**src/rtl/can_filt_pkg.sv**
```systemverilog
package can_filt_pkg;
  localparam int ID_W    = 29;
  localparam int WORD_W  = 32;
  localparam int HALF_W  = 16;
  // register addresses
  localparam int SEL_ACT   = 0;
  localparam int SEL_WIDE  = 1;
  localparam int SEL_LIST  = 2;
  localparam int SEL_FIFO  = 3;
  localparam int WORD_BASE = 4;

  typedef struct packed {
    logic              act;
    logic              wide;
    logic              id_list;
    logic              fifo;
    logic [WORD_W-1:0] w0;
    logic [WORD_W-1:0] w1;
  } filt_cfg_t;

  function automatic logic [WORD_W-1:0] frame_img32(logic [ID_W-1:0] id, logic ide, logic rtr);
    logic [WORD_W-1:0] r;
    if (ide) r = {id, 1'b1, rtr, 1'b0};
    else     r = {id[10:0], 18'd0, 1'b0, rtr, 1'b0};
    return r;
  endfunction

  function automatic logic [HALF_W-1:0] frame_img16(logic [ID_W-1:0] id, logic ide, logic rtr);
    logic [HALF_W-1:0] r;
    if (ide) r = {id[28:18], rtr, 1'b1, id[17:15]};
    else     r = {id[10:0], rtr, 1'b0, 3'd0};
    return r;
  endfunction
endpackage

```
**src/rtl/can_filt_regs.sv**
```systemverilog
module can_filt_regs
  import can_filt_pkg::*;
#(
  parameter int N_FILT = 14,
  parameter int ADDR_W = 5
) (
  input  logic              clk_i,
  input  logic              rst_ni,
  input  logic              cfg_we_i,
  input  logic [ADDR_W-1:0] cfg_addr_i,
  input  logic [WORD_W-1:0] cfg_wdata_i,
  output filt_cfg_t         cfg_o [N_FILT]
);
  localparam int N_WORD = 2 * N_FILT;

  logic [N_FILT-1:0] act_q, wide_q, list_q, fifo_q;
  logic [WORD_W-1:0] word_q [N_WORD];

  always_ff @(posedge clk_i or negedge rst_ni) begin
    if (!rst_ni) begin
      act_q  <= '0;
      wide_q <= '0;
      list_q <= '0;
      fifo_q <= '0;
      for (int i = 0; i < N_WORD; i++) word_q[i] <= '0;
    end else if (cfg_we_i) begin
      if (cfg_addr_i == ADDR_W'(SEL_ACT))  act_q  <= cfg_wdata_i[N_FILT-1:0];
      if (cfg_addr_i == ADDR_W'(SEL_WIDE)) wide_q <= cfg_wdata_i[N_FILT-1:0];
      if (cfg_addr_i == ADDR_W'(SEL_LIST)) list_q <= cfg_wdata_i[N_FILT-1:0];
      if (cfg_addr_i == ADDR_W'(SEL_FIFO)) fifo_q <= cfg_wdata_i[N_FILT-1:0];
      for (int i = 0; i < N_WORD; i++)
        if (cfg_addr_i == ADDR_W'(WORD_BASE + i)) word_q[i] <= cfg_wdata_i;
    end
  end

  for (genvar n = 0; n < N_FILT; n++) begin : g_out
    assign cfg_o[n] = '{act: act_q[n], wide: wide_q[n], id_list: list_q[n],
                        fifo: fifo_q[n], w0: word_q[2*n], w1: word_q[2*n+1]};
  end

  assert_act_write_R2: assert property (@(posedge clk_i) disable iff (!rst_ni)
    (cfg_we_i && cfg_addr_i == ADDR_W'(SEL_ACT)) |=> act_q == $past(cfg_wdata_i[N_FILT-1:0]));

  assert_word_write_R2: assert property (@(posedge clk_i) disable iff (!rst_ni)
    (cfg_we_i && cfg_addr_i == ADDR_W'(WORD_BASE)) |=> word_q[0] == $past(cfg_wdata_i));
endmodule

```
**src/rtl/can_filt_match.sv**
```systemverilog
module can_filt_match
  import can_filt_pkg::*;
(
  input  filt_cfg_t         cfg_i,
  input  logic [WORD_W-1:0] img32_i,
  input  logic [HALF_W-1:0] img16_i,
  output logic              hit_o
);
  logic hit_raw;
  logic [HALF_W-1:0] id_a, id_b, id_c, id_d;

  assign id_a = cfg_i.w0[HALF_W-1:0];
  assign id_b = cfg_i.w0[WORD_W-1:HALF_W];
  assign id_c = cfg_i.w1[HALF_W-1:0];
  assign id_d = cfg_i.w1[WORD_W-1:HALF_W];

  always_comb begin
    if (cfg_i.wide) begin
      if (cfg_i.id_list) hit_raw = (img32_i == cfg_i.w0) || (img32_i == cfg_i.w1);
      else               hit_raw = ((img32_i ^ cfg_i.w0) & cfg_i.w1) == '0;
    end else begin
      // mask mode: id in low half, mask in high half
      if (cfg_i.id_list) hit_raw = (img16_i == id_a) || (img16_i == id_b) ||
                                   (img16_i == id_c) || (img16_i == id_d);
      else               hit_raw = (((img16_i ^ id_a) & id_b) == '0) ||
                                   (((img16_i ^ id_c) & id_d) == '0);
    end
  end

  assign hit_o = hit_raw & cfg_i.act;
endmodule

```
**src/rtl/can_filt_prio.sv**
```systemverilog
module can_filt_prio #(
  parameter int N     = 14,
  parameter int IDX_W = 4
) (
  input  logic [N-1:0]     req_i,
  output logic             found_o,
  output logic [IDX_W-1:0] idx_o
);
  always_comb begin
    found_o = 1'b0;
    idx_o   = '0;
    for (int i = N - 1; i >= 0; i--) begin
      if (req_i[i]) begin
        found_o = 1'b1;
        idx_o   = IDX_W'(i);
      end
    end
  end
endmodule

```
**src/rtl/can_accept_filter.sv**
```systemverilog
module can_accept_filter
  import can_filt_pkg::*;
#(
  parameter int N_FILT = 14,
  parameter int ADDR_W = $clog2(WORD_BASE + 2 * N_FILT),
  parameter int IDX_W  = $clog2(N_FILT)
) (
  input  logic              clk_i,
  input  logic              rst_ni,
  input  logic              cfg_mode_i,
  input  logic              cfg_we_i,
  input  logic [ADDR_W-1:0] cfg_addr_i,
  input  logic [31:0]       cfg_wdata_i,
  input  logic              frame_valid_i,
  input  logic [28:0]       frame_id_i,
  input  logic              frame_ide_i,
  input  logic              frame_rtr_i,
  output logic              res_valid_o,
  output logic              res_accept_o,
  output logic              res_fifo_o,
  output logic [IDX_W-1:0]  res_index_o
);
  filt_cfg_t         cfg [N_FILT];
  logic [WORD_W-1:0] img32;
  logic [HALF_W-1:0] img16;
  logic [N_FILT-1:0] hit_vec;
  logic              found;
  logic [IDX_W-1:0]  win_idx;
  logic              take;

  can_filt_regs #(.N_FILT(N_FILT), .ADDR_W(ADDR_W)) u_regs (
    .clk_i      (clk_i),
    .rst_ni     (rst_ni),
    .cfg_we_i   (cfg_we_i),
    .cfg_addr_i (cfg_addr_i),
    .cfg_wdata_i(cfg_wdata_i),
    .cfg_o      (cfg)
  );

  assign img32 = frame_img32(frame_id_i, frame_ide_i, frame_rtr_i);
  assign img16 = frame_img16(frame_id_i, frame_ide_i, frame_rtr_i);

  for (genvar n = 0; n < N_FILT; n++) begin : g_filt
    can_filt_match u_match (
      .cfg_i  (cfg[n]),
      .img32_i(img32),
      .img16_i(img16),
      .hit_o  (hit_vec[n])
    );
  end

  can_filt_prio #(.N(N_FILT), .IDX_W(IDX_W)) u_prio (
    .req_i  (hit_vec),
    .found_o(found),
    .idx_o  (win_idx)
  );

  assign take = frame_valid_i && !cfg_mode_i && found;

  always_ff @(posedge clk_i or negedge rst_ni) begin
    if (!rst_ni) begin
      res_valid_o  <= 1'b0;
      res_accept_o <= 1'b0;
      res_fifo_o   <= 1'b0;
      res_index_o  <= '0;
    end else begin
      res_valid_o  <= frame_valid_i;
      res_accept_o <= take;
      res_fifo_o   <= take ? cfg[win_idx].fifo : 1'b0;
      res_index_o  <= take ? win_idx : '0;
    end
  end

  assert_latency_R3: assert property (@(posedge clk_i) disable iff (!rst_ni)
    frame_valid_i |=> res_valid_o);

  assert_idle_R3: assert property (@(posedge clk_i) disable iff (!rst_ni)
    !frame_valid_i |=> !res_valid_o);

  assert_cfg_reject_R11: assert property (@(posedge clk_i) disable iff (!rst_ni)
    (frame_valid_i && cfg_mode_i) |=> !res_accept_o);

  assert_accept_valid_R10: assert property (@(posedge clk_i) disable iff (!rst_ni)
    res_accept_o |-> res_valid_o);

  assert_lowest_R9: assert property (@(posedge clk_i) disable iff (!rst_ni)
    found |-> (hit_vec[win_idx] &&
               ((hit_vec & ((N_FILT'(1) << win_idx) - N_FILT'(1))) == '0)));

  assert_index_range_R9: assert property (@(posedge clk_i) disable iff (!rst_ni)
    res_accept_o |-> (res_index_o < IDX_W'(N_FILT)));
endmodule

```
**config.mk**
```make
export PLATFORM = sky130hd
export DESIGN_NAME = can_accept_filter
export DESIGN_NICKNAME = d
export VERILOG_FILES = /design/src/rtl/can_filt_pkg.sv /design/src/rtl/can_filt_regs.sv /design/src/rtl/can_filt_match.sv /design/src/rtl/can_filt_prio.sv /design/src/rtl/can_accept_filter.sv
export SDC_FILE = /design/constraint.sdc
export NUM_CORES = 2
export LEC_CHECK = 0
export BUFFER_PORTS_ARGS = -buffer_cell sky130_fd_sc_hd__buf_2
export CAP_MARGIN = 20
export CORE_MARGIN = 1.5
export CORE_UTILIZATION = 50
export CTS_BUF_LIST = sky130_fd_sc_hd__clkbuf_16
export CTS_CLUSTER_SIZE = 25
export DETAILED_ROUTE_END_ITERATION = 16
export PLACE_DENSITY_LB_ADDON = 0.08
export SETUP_SLACK_MARGIN = 0.15
export SLEW_MARGIN = 20
export SYNTH_ARGS = -nofsm -noshare
export SYNTH_HDL_FRONTEND = slang
export SYNTH_HIERARCHICAL = 1
export SYNTH_SLANG_ARGS = --single-unit
```
**constraint.sdc**
```tcl
create_clock -name clk_i -period 5.1 [get_ports clk_i]
set_input_delay 0.51 -clock clk_i [delete_from_list [all_inputs] [get_ports clk_i]]
set_output_delay 0.51 -clock clk_i [all_outputs]
set_load 0.02 [all_outputs]
```
Word-level counts from Yosys, hierarchy flattened
Cells that the tools add are included. Widths: inputs -> output; s select.

Eq/ne operators: 115. Order comparisons: 1. Reductions and logical operators: 148. Bitwise gates (word level): 99. Muxes and demuxes: 77.

Operators with widths (count): $eq 16x16->1 (56); $eq 32x32->1 (28); $and 16x16->16 (28); $and 32x32->32 (14); $logic_not 16->1 (28); $logic_not 32->1 (14); $xor 16x16->16 (28); $xor 32x32->32 (14); $bmux 68 s4 (1); $mux 65 (2); $eq 5x5->1 const B (16); $logic_or 1x1->1 (70); $reduce_and 2->1 (32); $mux 4 (15); $mux 1 (57); $eq 5x4->1 const B (8); $mux 32 (1); $eq 5x3->1 const B (4); $mux 16 (1); $and 1x1->1 (14); $eq 5x2->1 const B (2); $eq 5x1->1 const B (1); $ge 5x5->1 const B (1); $logic_not 5->1 (1); 3 further kinds (4).

Input bits: 73. Register bits: 959. Logic and storage cells: 476. Output and inout bits: 7.

Logic depth before layout (Yosys ltp)
Word-level depth: 27. Gate-level depth with buffers: 17.

Hierarchy
Netlist, hierarchy kept.

By module, submodules not included: can_filt_regs (area an instance 35621.7 µm², sequential area each 23822.8 µm², cells each 2139, times used 1); can_filt_match (area an instance 1732.9 µm², sequential area each 0.0 µm², cells each 218, times used 14); can_accept_filter (area an instance 589.3 µm², sequential area each 175.2 µm², cells each 57, times used 1); can_filt_prio (area an instance 168.9 µm², sequential area each 0.0 µm², cells each 26, times used 1).

Worst setup path after synthesis
OpenSTA, ideal clock, no wires.

Path kind: input port to flip-flop. Start: in frame_ide_i. End: reg res_fifo_o. Buffers on the path: 2. Stages: 17. Arrival time: 6.786 ns. Slack: -1.816 ns. Setup time: 0.130 ns. Cells stage by stage: clkbuf_1 clkbuf_1 and2_1 xor2_1 a22o_1 a221oi_1 nand4_1 o21ai_0 nor2_1 o32ai_1 inv_1 a221oi_2 nor4_1 o22ai_1 mux4_2 a221oi_1 nor4b_1.

RTL lines: start: declaration (line can_accept_filter.sv:16) `input logic frame_ide_i,`; $mux 16 (*) (line can_filt_pkg.sv:30) `if (ide) r = {id[28:18], rtr, 1'b1, id[17:15]};`; net img16[0] (line can_accept_filter.sv:25) `logic [HALF_W-1:0] img16;`; $xor 16x16->16, or another cell as far along (line can_filt_match.sv:25) `else hit_raw = (((img16_i ^ id_a) & id_b) == '0) ||`; $and 16x16->16, or another cell as far along (line can_filt_match.sv:25); $logic_not 16->1, or another cell as far along (line can_filt_match.sv:25); $logic_or 1x1->1 (on tied branches) (line can_filt_match.sv:25, can_filt_match.sv:24); $mux 1 (*) (line can_filt_match.sv:23) `if (cfg_i.id_list) hit_raw = (img16_i == id_a) || (img16_i == id_b) ||`; $mux 1 (*) (line can_filt_match.sv:18) `if (cfg_i.wide) begin`; $and 1x1->1 (*) (line can_filt_match.sv:30) `assign hit_o = hit_raw & cfg_i.act;`; net hit_vec[9] (line can_accept_filter.sv:26) `logic [N_FILT-1:0] hit_vec;`; $mux 4 (*) (10 in a row) (line can_filt_prio.sv:13) `if (req_i[i]) begin`; net win_idx[0] (line can_accept_filter.sv:28) `logic [IDX_W-1:0] win_idx;`; $not 4->5 (implied by the code) (*) (line can_accept_filter.sv:69) `res_fifo_o <= take ? cfg[win_idx].fifo : 1'b0;`; $bmux 68 s4 (*) (line can_accept_filter.sv:69); $mux 65 (implied by the code) (*) (2 in a row) (line can_accept_filter.sv:69); $mux 1 (*) (line can_accept_filter.sv:69); end signal: assignment (line can_accept_filter.sv:69); end: declaration (line can_accept_filter.sv:20) `output logic res_fifo_o,`.

Mark *: on every way through the listed nets, which the timed path passes. The rest lies on a longest branch. The select of a mux whose other input is x is not followed. A chain may end at the register's enable or synchronous reset.

Worst setup path in the final report
Start: in frame_ide_i. End: reg res_fifo_o.

RTL lines (line): $mux 16 (*) (can_filt_pkg.sv:30); net img16[9] (can_accept_filter.sv:25); $xor 16x16->16, or another cell as far along (can_filt_match.sv:25); $and 16x16->16, or another cell as far along (can_filt_match.sv:25); $logic_not 16->1, or another cell as far along (can_filt_match.sv:25); $logic_or 1x1->1 (on tied branches) (can_filt_match.sv:25, can_filt_match.sv:24); $mux 1 (*) (can_filt_match.sv:23); $mux 1 (*) (can_filt_match.sv:18); $and 1x1->1 (*) (can_filt_match.sv:30); net hit_vec[8] (can_accept_filter.sv:26); $mux 4 (*) (9 in a row) (can_filt_prio.sv:13); net win_idx[0] (can_accept_filter.sv:28); $not 4->5 (implied by the code) (*) (can_accept_filter.sv:69); $bmux 68 s4 (*) (can_accept_filter.sv:69); $mux 65 (implied by the code) (*) (2 in a row) (can_accept_filter.sv:69); $mux 1 (*) (can_accept_filter.sv:69).

Marked as above.

==> run metrics <==
IO buf count=79; CP arrival=5290 ps; DRT Pass-1 Iters=8; Leak=32.23 nW; met3 routed WL=31980 um; DRC=0; Yosys top cell by area=dfrtp_1; worst path bufs/invs=3; post-synthesis sequential area ratio=39.57%; Die Wd=351.3 um; asr flop ratio synth=100.0%; Synth cell types=47; Area Growth Syn to Fin=13.14%; WL/cell=37.51 um; Critical Path RT=5720 ps; Setup crit start kind=input port; initial antenna violation count=29; first-pass GRT wire length=381800 um; Cell Pwr Density=413.0 nW/um^2; top cell type's share of synthesized area=39.57%; Synth top cells by count=xor2_1, dfrtp_1, mux2_2, nor4_1, a22oi_1; crit end category=flip-flop; clk root buf=clkbuf_16; Post-synth EDFFs=0; min cycle time layout=4667 ps; cell count after synthesis=5274; layout cells sized above 1=26.42%; Yosys reg bits=959; CP Class=input port to flip-flop; Rows=127; outcome=complete, no violations; H-tree depth=3; Syn Std Cell Area=60640 um^2; die area=123400 um^2; Hold Path Class=input port to async pin; syn avg cell area=11.50 um^2; met2 routed WL=113900 um; worst slew pin tran=1167 ps; gr ovfl total=0; Clock Pin Slew Worst Setup and Hold Paths=70 ps; Iter 0 DRT Violations=7290; Inserted Clock Buffers=106; wl on met1=111900 um; CTS Hold Bufs=3; fin cells=7262; Worst Path Max Fanout=40; Clock Sinks=959; Post-CTS Setup Inserts=0; CP max-delay cell=mux2_8; top-count cell post-synth=xor2_1; unrepaired setup endpoints after global routing=false; vias per inst=6.921; fill count=10320; Tcrit/Tclk final=91.51%; critical path's largest stage delay=740 ps; Initial Util=50.48%; Peak VDD IR=0.0003095 V; HPWL Detailed=175700 um; Final setup viols=0; Die Ht=351.3 um; Finished Core Util=57.11%; top post-synthesis cells by area=dfrtp_1, xor2_1, mux2_2, nor4_1, a22oi_1; WL final=272400 um; via count=50260; Final Hold Fails=0; cell family with the largest share of critical-path delay=compound AO/OA/AOI/OAI gates; top routing layer used=met5; largest net degree at the start of global routing=131; Clock Skew=27.95 ps; Slew Viols, Final=0; number of global-route vias before repair=48940; Placer Congestion=1.018; CTS resizes=0; maxcap violations=0; Most used DFF post-synth=dfrtp_1; core area=120100 um^2; crit-path cells=clkbuf_8 > mux2_8 > buf_4 > xor2_1 > nor4_1 > nand4_1 > o2111ai_1 > a31oi_1 > o32ai_1 > buf_4 > a221oi_2 > nor4_1 > o22ai_2 > mux4_2 > a221oi_1 > nor4b_1; Max Clock Freq=214.3 MHz; clk_lat worst skew=740 ps; Max Root-Sink Buffers=3; CTS tree=done; Final ANT Viol Nets=0; Slew headroom=22.19%; num ports=80; total track usage=43.61%; layout net count=5609; placed insts=7036; count of yosys warnings during synthesis=6
worst paths after layout:
path                       depth (start not counted)                 to  slack (ps)               from
min reg2reg                                        1   u_regs/fifo_q[1]         510   u_regs/fifo_q[1]
max in group asynchronous                          3  u_regs/cfg_o[664]        3350             rst_ni
max reg2reg                                       14         res_fifo_o         980  u_regs/cfg_o[278]
min                                                2  u_regs/cfg_o[478]         340             rst_ni
max                                               16         res_fifo_o         430        frame_ide_i
min in group clk_i                                 2  u_regs/cfg_o[945]         350    cfg_wdata_i[29]
layout by cell type, fill, tap and decap left out, drive strengths merged, types with 3 or more instances in the layout:
cell type       n
a221oi         72
buf           315
conb           28
o2111ai        14
mux4            3
dfrtp         959
dlygate4sd3     3
clkbuf        109
inv            32
nor4          438
or4            28
a222oi         14
and4bb          3
mux2          964
clkinv         44
nand4         155
nand3          33
nor2           48
o21ai          16
and2           20
nand4b          3
a22oi         294
nand2b         17
o22ai          15
bufinv         11
a31oi          14
nor3            5
nand2          57
o32ai          14
diode          22
clkinvlp       10
a21oi          15
xor2         1792
or3             3
a22o           70
where the power goes:
part,switching (mW),internal [mW]
registers,2.77,9.08
logic,4.80,3.84
clock network,3.43,4.41
area by class of cell:
cell class	count	area [um^2]	share of cell area (%)
clock buffer	108	2703	3.939
multi-input combinational	4145	36180	52.74
antenna	22	55.05	0.08024
clock inverter	92	789.5	1.151
sequential	959	24000	34.98
inverter	5	18.77	0.02736
tap	1612	2017	2.940
timing repair buffer	319	2845	4.147
worst register-to-register path: cells and delay by family, from the launching register on:
family	cells	cell delay, ps
AOI/OAI and AO/OA	4	1110
xor gates and xnor gates	1	220
buffers and inverters	3	530
DFF	1	470
muxes	1	540
and+or+nand+nor	5	1110
flip-flops by register name, indices dropped and copies added, names as in the netlist:
register       cells
u_regs/cfg_o     896
u_regs/act_q      14
u_regs/fifo_q     14
u_regs/list_q     14
u_regs/wide_q     14
res_index_o        4
res_accept_o       1
res_fifo_o         1
res_valid_o        1
cell families (layout without fill, tap and decap cells):
kind of cell | after synthesis | after routing | synth area share [%]
muxes | 967 | 967 | 18.03
DFF | 959 | 959 | 39.57
AOI/OAI and AO/OA | 541 | 541 | 6.929
xor gates and xnor gates | 1792 | 1792 | 25.88
other | 1 | 50 | 0.006184
buffers and inverters | 197 | 524 | 1.405
and+or+nand+nor | 817 | 817 | 8.179
metrics by stage:
| stage | hold WS [ps] | power [mW] | instance area [um^2] | setup TNS (ps) | setup slack [ps] |
|---|---|---|---|---|---|
| CTS | 285.6 | 28.05 | 68530 | 0 | 582.7 |
| floorplan | 214.4 | 16.55 | 60800 | 0 | 212.1 |
| global placement | 483.9 | 20.24 | 65010 | -230.6 | -230.6 |
| finish | 341.3 | 28.33 | 68610 | 0 | 433.1 |
| global route | 314.1 | 29.32 | 68570 | 0 | 396.2 |
| detailed placement | 490.5 | 20.21 | 65010 | -179.3 | -179.3 |
metal layers:
layer	track usage, %	vias up
li1	-	20010
met1	61.14	25820
met2	62.21	3610
met3	11.50	812
met4	20.88	4
met5	0	-
(Power assumes the default switching activity.)
